## config.mk

```make
export PLATFORM = sky130hd
export DESIGN_NAME = alm_comparator
export DESIGN_NICKNAME = d
export VERILOG_FILES = /design/src/rtl/alm_pkg.sv /design/src/rtl/alm_tick.sv /design/src/rtl/alm_field_cmp.sv /design/src/rtl/alm_regs.sv /design/src/rtl/alm_comparator.sv
export SDC_FILE = /design/constraint.sdc
export NUM_CORES = 1
export LEC_CHECK = 0
export ABC_AREA = 1
export ABC_CLOCK_PERIOD_IN_PS = 2890
export BUFFER_PORTS_ARGS = -buffer_cell sky130_fd_sc_hd__buf_2
export CORE_MARGIN = 1
export CORE_UTILIZATION = 24
export DETAILED_ROUTE_END_ITERATION = 6
export SETUP_SLACK_MARGIN = 0.4
export SYNTH_ARGS = -nofsm -noshare
export SYNTH_HDL_FRONTEND = slang
export SYNTH_SLANG_ARGS = --single-unit
```

## constraint.sdc

```tcl
create_clock -name clk -period 2.89 [get_ports clk]
set_clock_uncertainty 0.2 [all_clocks]
set_input_delay 0.578 -clock clk [delete_from_list [all_inputs] [get_ports clk]]
set_output_delay 0.578 -clock clk [all_outputs]
set_load 0.02 [all_outputs]
```

## src/rtl/alm_pkg.sv

```systemverilog
package alm_pkg;
   localparam int unsigned NUM_FIELDS = 4;
   localparam int unsigned FLAG_BIT   = 3;
   localparam int unsigned IE_BIT     = 1;
   localparam int unsigned OFF_BIT    = 7;

   typedef enum logic [1:0] {
      FLD_MIN  = 2'd0,
      FLD_HOUR = 2'd1,
      FLD_MDAY = 2'd2,
      FLD_WDAY = 2'd3
   } field_e;

   // valid BCD bits of each compared field
   function automatic logic [7:0] field_mask(input int unsigned idx);
      case (idx)
         0:       field_mask = 8'h7F;
         1:       field_mask = 8'h3F;
         2:       field_mask = 8'h3F;
         default: field_mask = 8'h07;
      endcase
   endfunction
endpackage

```

## src/rtl/alm_tick.sv

```systemverilog
module alm_tick #(
   parameter int unsigned W = 8
) (
   input  logic         clk,
   input  logic         rst_n,
   input  logic [W-1:0] sec,
   output logic         tick
);
   logic [W-1:0] sec_q;

   always_ff @(posedge clk or negedge rst_n) begin
      if (!rst_n) sec_q <= '0;
      else        sec_q <= sec;
   end

   // one-cycle event when seconds arrive at zero from a nonzero value
   assign tick = (sec == '0) && (sec_q != '0);

   a_r6_single_tick: assert property (@(posedge clk) disable iff (!rst_n)
      tick |=> !tick);
endmodule

```

## src/rtl/alm_field_cmp.sv

```systemverilog
module alm_field_cmp #(
   parameter int unsigned W       = 8,
   parameter logic [W-1:0] MASK   = '1,
   parameter int unsigned OFF_BIT = 7
) (
   input  logic [W-1:0] alarm_val,
   input  logic [W-1:0] cal_val,
   output logic         included,
   output logic         hit
);
   if (OFF_BIT >= W) begin : g_bad_off
      $error("alm_field_cmp: OFF_BIT outside field width");
   end
   if (MASK[OFF_BIT]) begin : g_bad_mask
      $error("alm_field_cmp: MASK overlaps the exclude bit");
   end

   assign included = !alarm_val[OFF_BIT];
   assign hit      = ((alarm_val & MASK) == (cal_val & MASK));
endmodule

```

## src/rtl/alm_regs.sv

```systemverilog
module alm_regs
   import alm_pkg::*;
#(
   parameter int unsigned W         = 8,
   parameter int unsigned ADDR_W    = 4,
   parameter int unsigned NF        = NUM_FIELDS,
   parameter int unsigned CTRL_ADDR = 1,
   parameter int unsigned ALM_BASE  = 9
) (
   input  logic                 clk,
   input  logic                 rst_n,
   input  logic                 wr,
   input  logic [ADDR_W-1:0]    addr,
   input  logic [W-1:0]         wdata,
   output logic [W-1:0]         rdata,
   input  logic                 set_evt,
   output logic [NF-1:0][W-1:0] alm,
   output logic                 flag,
   output logic                 ie
);
   localparam logic [W-1:0]      OFF_RESET = W'(1) << OFF_BIT;
   localparam logic [ADDR_W-1:0] CTRL_A    = ADDR_W'(CTRL_ADDR);

   logic ctrl_wr;
   assign ctrl_wr = wr && (addr == CTRL_A);

   always_ff @(posedge clk or negedge rst_n) begin
      if (!rst_n) begin
         flag <= 1'b0;
         ie   <= 1'b0;
      end else begin
         if (set_evt)      flag <= 1'b1;
         else if (ctrl_wr) flag <= flag & wdata[FLAG_BIT];
         if (ctrl_wr)      ie   <= wdata[IE_BIT];
      end
   end

   for (genvar i = 0; i < NF; i++) begin : g_alm
      localparam logic [ADDR_W-1:0] MY_A = ADDR_W'(ALM_BASE + i);
      always_ff @(posedge clk or negedge rst_n) begin
         if (!rst_n)                    alm[i] <= OFF_RESET;
         else if (wr && addr == MY_A)   alm[i] <= wdata;
      end
   end

   always_comb begin
      rdata = '0;
      if (addr == CTRL_A) begin
         rdata[FLAG_BIT] = flag;
         rdata[IE_BIT]   = ie;
      end
      for (int i = 0; i < int'(NF); i++) begin
         if (addr == ADDR_W'(ALM_BASE + i)) rdata = alm[i];
      end
   end

   // software cannot create the flag
   a_r8_no_sw_set: assert property (@(posedge clk) disable iff (!rst_n)
      (!$past(set_evt) && !$past(flag)) |-> !flag);
   // a clear write without a concurrent match leaves the flag at 0
   a_r8_clear: assert property (@(posedge clk) disable iff (!rst_n)
      (ctrl_wr && !wdata[FLAG_BIT] && !set_evt) |=> !flag);
   // a match always wins over a clear
   a_r12_set_wins: assert property (@(posedge clk) disable iff (!rst_n)
      set_evt |=> flag);
   // the flag only rises after a match event
   a_r6_rise_cause: assert property (@(posedge clk) disable iff (!rst_n)
      $rose(flag) |-> $past(set_evt));
endmodule

```

## src/rtl/alm_comparator.sv

```systemverilog
module alm_comparator
   import alm_pkg::*;
#(
   parameter int unsigned W         = 8,
   parameter int unsigned ADDR_W    = 4,
   parameter int unsigned CTRL_ADDR = 1,
   parameter int unsigned ALM_BASE  = 9
) (
   input  logic              clk,
   input  logic              rst_n,
   input  logic [W-1:0]      cal_sec,
   input  logic [W-1:0]      cal_min,
   input  logic [W-1:0]      cal_hour,
   input  logic [W-1:0]      cal_mday,
   input  logic [W-1:0]      cal_wday,
   input  logic              host_wr,
   input  logic [ADDR_W-1:0] host_addr,
   input  logic [W-1:0]      host_wdata,
   output logic [W-1:0]      host_rdata,
   output logic              alarm_flag,
   output logic              alarm_ie,
   output logic              alarm_irq_n
);
   localparam int unsigned NF = NUM_FIELDS;

   if (W < 8) begin : g_bad_w
      $error("alm_comparator: W must hold a BCD byte with exclude bit");
   end
   if (ALM_BASE + NF > (1 << ADDR_W)) begin : g_bad_map
      $error("alm_comparator: alarm registers exceed address space");
   end
   if (CTRL_ADDR >= ALM_BASE && CTRL_ADDR < ALM_BASE + NF) begin : g_bad_ctrl
      $error("alm_comparator: control address overlaps alarm registers");
   end

   logic [NF-1:0][W-1:0] alm;
   logic [NF-1:0][W-1:0] cal;
   logic [NF-1:0]        incl;
   logic [NF-1:0]        hit;
   logic                 tick;
   logic                 match;
   logic                 set_evt;

   assign cal[FLD_MIN]  = cal_min;
   assign cal[FLD_HOUR] = cal_hour;
   assign cal[FLD_MDAY] = cal_mday;
   assign cal[FLD_WDAY] = cal_wday;

   alm_tick #(.W(W)) u_tick (
      .clk  (clk),
      .rst_n(rst_n),
      .sec  (cal_sec),
      .tick (tick)
   );

   for (genvar i = 0; i < NF; i++) begin : g_cmp
      alm_field_cmp #(
         .W      (W),
         .MASK   (W'(field_mask(i))),
         .OFF_BIT(OFF_BIT)
      ) u_cmp (
         .alarm_val(alm[i]),
         .cal_val  (cal[i]),
         .included (incl[i]),
         .hit      (hit[i])
      );
   end

   // every included field agrees, and at least one field is included
   assign match   = (&(hit | ~incl)) && (|incl);
   assign set_evt = tick && match;

   alm_regs #(
      .W        (W),
      .ADDR_W   (ADDR_W),
      .NF       (NF),
      .CTRL_ADDR(CTRL_ADDR),
      .ALM_BASE (ALM_BASE)
   ) u_regs (
      .clk    (clk),
      .rst_n  (rst_n),
      .wr     (host_wr),
      .addr   (host_addr),
      .wdata  (host_wdata),
      .rdata  (host_rdata),
      .set_evt(set_evt),
      .alm    (alm),
      .flag   (alarm_flag),
      .ie     (alarm_ie)
   );

   assign alarm_irq_n = !(alarm_flag && alarm_ie);

   // with every field excluded the flag cannot rise
   a_r5_all_off: assert property (@(posedge clk) disable iff (!rst_n)
      (incl == '0) |=> !$rose(alarm_flag));
   // the interrupt only falls after a match or a host write
   a_r7_irq_cause: assert property (@(posedge clk) disable iff (!rst_n)
      $fell(alarm_irq_n) |-> ($past(set_evt) || $past(host_wr)));
   // the interrupt line is never low without the enable
   a_r7_irq_needs_ie: assert property (@(posedge clk) disable iff (!rst_n)
      !alarm_irq_n |-> alarm_ie);
endmodule

```

==> flow_summary_export.csv <==
group,metric,value,unit
run_status,status,"complete, no violations",
placed_design,gp_congestion,0.804,
timing,finalWorstSetupSlack,0.467,ns
timing,setup_viol,0,
clock_network,cts-root-buf,"clkbuf_8",
worst_setup_path,r2r_slack,1.56,ns
floorplan,die_h,102,um
worst_setup_path,reg2reg_depth,11,
timing,finalCriticalPeriod,2.42,ns
worst_setup_path,r2r_end,"u_regs.flag$_DFFE_PN0P_",
drt,dr_total_vias,2130,
timing,hold_slack,0.101,ns
pwr,finalPower,1.61,mW
placed_design,place_area,2810,sq um
pwr,power.leakage,1.59,nW
clock_network,cts.reportedPaths.clkPinSlew,0.08,ns
grt,grt_pass1_wl,9.86,mm
worst_setup_path,arrival,1.65,ns
drt,wl_per_cell,11.5,um
synthesis,synth_xor_xnor_area_share,1.46,%
synthesis,synth_fa_ha_area_share,0,%
worst_setup_path,crit_path_start_kind,"primary input",
worst_setup_path,cp_slowest_stage_delay,0.21,ns
grt,antenna_found_initial,0,
finish,diodes,0,
synthesis,synth_compound_area_share,13.7,%
timing,max_slew_margin,56.2,%
clock_network,cts_tree,"yes",
synthesis,ys_types,25,
flow_run,timing.max_cap.violations,0,
worst_setup_path,r2r_start,"u_regs.alm[3]$_DFFE_PN0P_",
worst_setup_path,endpoint_kind,"output port",
placed_design,dp_worst_setup_slack,0.462,ns
floorplan,num_io_pins,66,
floorplan,die_area,10400,sq um
timing,fin_setup_tns,0,ns
worst_setup_path,critical-path-top-delay-family,"buffers and inverters",
grt,grt_pass1_vias,2122,
finish,fin_nets,440,
timing,finalHoldViolations,0,
synthesis,ys_seq_area_share,44.1,%
worst_setup_path,worstPathCellList,"buf_2, inv_2, nand4_1, inv_2, buf_4, nand2_1, nand3_1, buf_2",
drt,route.detailed.drc,0,
clock_network,cts_sinks,42,
drt,vias_per_cell,4.10,
worst_setup_path,path_class,"primary input to output port",
synthesis,synth_warnings,0,
synthesis,synth_top_family_by_area,"simple AND/OR/NAND/NOR gates",
synthesis,synth_cells,322,
synthesis,yosys.area_share.simple,29.5,%
clock_network,clock_path_buffers,2,
finish,final_core_util,30.3,%
timing,rsz0062_at_grt,"true",
pwr,vdd_drop_max,181,uV
floorplan,start_util,24.6,%
placed_design,placed_cells,508,
synthesis,synth-seq-cells,42,
timing,drv_slew,0,
grt,grt_usage,12.5,%
grt,grt_overflow_total,0,
clock_network,clock_latency,0.30,ns
worst_setup_path,cp_data_required_time,2.11,ns
finish,drive_gt1_share,29.0,%
finish,final_area,2950,sq um
finish,fin_cells,519,
drt,drt_pass1_iterations,4,
worst_setup_path,worstPathMaxFanout,7,
finish,syn_to_final_growth,23.1,%
timing,worstMarginPinSlew,0.657,ns
clock_network,cts_made_buffers,5,
floorplan,die_w,102,um
synthesis,syn_area,2390,sq um
clock_network,htreeDepth,2,
synthesis,muxShareOfSynthArea,0,%
floorplan,row_count,36,
synthesis,syn_area_per_cell,7.44,sq um
grt,grt_max_degree,29,
pwr,p_per_area,547,nW/um^2
worst_setup_path,path_buf_inv,5,
finish,final.fill_count,1085,
drt,drt_iter0_markers,95,
synthesis,synth_nets,377,
timing,timing.fmax,413,MHz
placed_design,port_buffers,55,
drt,ant_nets,0,
worst_setup_path,cpMaxStageDelayCell,"inv_2",
placed_design,dpl.hpwl,4.69,mm
min_path,hp-class,"primary input to asynchronous set/reset pin",
timing,period_share,83.8,%
floorplan,core_area,9730,sq um
drt,wl,5.95,mm
-- layout make-up --
class | count | area (sq um) | share of cell area, %
timing repair buffer | 59 | 313 | 10.6
sequential | 42 | 1060 | 35.8
tap | 133 | 166 | 5.64
clock buffer | 6 | 72.6 | 2.46
multi-input combinational | 217 | 1070 | 36.4
clock inverter | 2 | 37.5 | 1.27
inverter | 60 | 229 | 7.76
-- cells by family after synthesis --
family                    after synthesis
buffers and inverters                  64
DFF                                    42
xor gates and xnor gates                4
and+or+nand+nor                       169
AOI/OAI and AO/OA                      43
-- cells in the final DEF (no fill, tap or decap) --
| master | n |
|---|---|
| nand2_1 | 127 |
| inv_1 | 55 |
| buf_2 | 52 |
| dfrtp_1 | 38 |
| o21ai_2 | 24 |
| nor2_1 | 21 |
| o21ai_1 | 9 |
| buf_4 | 7 |
| nand2_2 | 6 |
| o2111ai_1 | 5 |
| nand3_1 | 5 |
| clkbuf_8 | 5 |
| nand4_1 | 4 |
| dfstp_2 | 4 |
| inv_2 | 3 |
| xnor2_1 | 3 |
| nand2_4 | 3 |
| nor2_4 | 2 |
| nor2_2 | 2 |
| a21oi_1 | 2 |
| inv_4 | 1 |
| clkinv_2 | 1 |
| o211ai_1 | 1 |
| o22ai_1 | 1 |
| xor2_1 | 1 |
| o21ai_0 | 1 |
| clkinvlp_4 | 1 |
| clkbuf_1 | 1 |
| bufinv_16 | 1 |
-- cell usage after synthesis --
cell type / count / area (sq um)
dfstp_2: 4 / 105
o211ai_1: 1 / 7.51
clkinv_2: 1 / 5.00
nand2_1: 127 / 477
buf_6: 3 / 33.8
o22ai_1: 1 / 6.26
o21ai_2: 24 / 210
o21ai_1: 8 / 40.0
nand3_1: 5 / 25.0
xor2_1: 1 / 8.76
buf_4: 1 / 7.51
a21oi_1: 2 / 10.0
nand2_4: 3 / 33.8
o2111ai_1: 5 / 43.8
nor2_2: 1 / 6.26
nor2_4: 2 / 22.5
nor2_1: 21 / 78.8
inv_1: 55 / 206
nand2_2: 6 / 37.5
inv_4: 1 / 6.26
xnor2_1: 3 / 26.3
inv_2: 3 / 11.3
nand4_1: 4 / 25.0
dfrtp_1: 38 / 951
o21ai_0: 2 / 10.0
-- worst max path at each step --
stage / to / depth (start not counted) / startpoint / slack [ns]
after floorplan: host_rdata[3] / 6 / host_addr[3] / 0.80
after global placement: host_rdata[7] / 8 / host_addr[3] / 0.49
after detailed placement: host_rdata[7] / 8 / host_addr[3] / 0.46
after CTS: host_rdata[7] / 8 / host_addr[3] / 0.46
after global routing: host_rdata[3] / 8 / host_addr[0] / 0.39
final: host_rdata[1] / 8 / host_addr[0] / 0.47
-- timing repair --
action | 4_1_cts | 5_1_grt
endpoints found under the hold margin | 0 | 0
resized for setup | 0 | 4
hold buffers | 0 | 0
endpoints found under the setup margin | 0 | 5
setup buffers | 0 | 2
-- metal layers --
metal / track usage, % / share of wire (%) / vias up
met5: 0 / 0 / -
met4: 3.85 / 1.5 / 0
met3: 3.21 / 6.1 / 9
met2: 20.1 / 45 / 54
met1: 16.5 / 48 / 955
li1: - / - / 1112
-- state kept, by name, indices dropped and copies added, names as in the netlist --
signal        count
u_tick.sec_q      8
u_regs.flag       1
u_regs.ie         1
u_regs.alm       32
-- power breakdown --
part           internal (mW)  leakage [nW]  switching, mW
Combinational          0.155          1.02          0.212
Sequential             0.696         0.517         0.0860
Clock                  0.258        0.0514          0.206
Total                   1.11          1.59          0.504
-- worst reg2reg max path, delay by kind of cell, from the launching register on --
kind                   cells  cell delay [ns]
buffers and inverters      2             0.12
DFF                        1             0.40
and+or+nand+nor            9             0.54
Note: power is estimated with default switching activity, not from simulation.
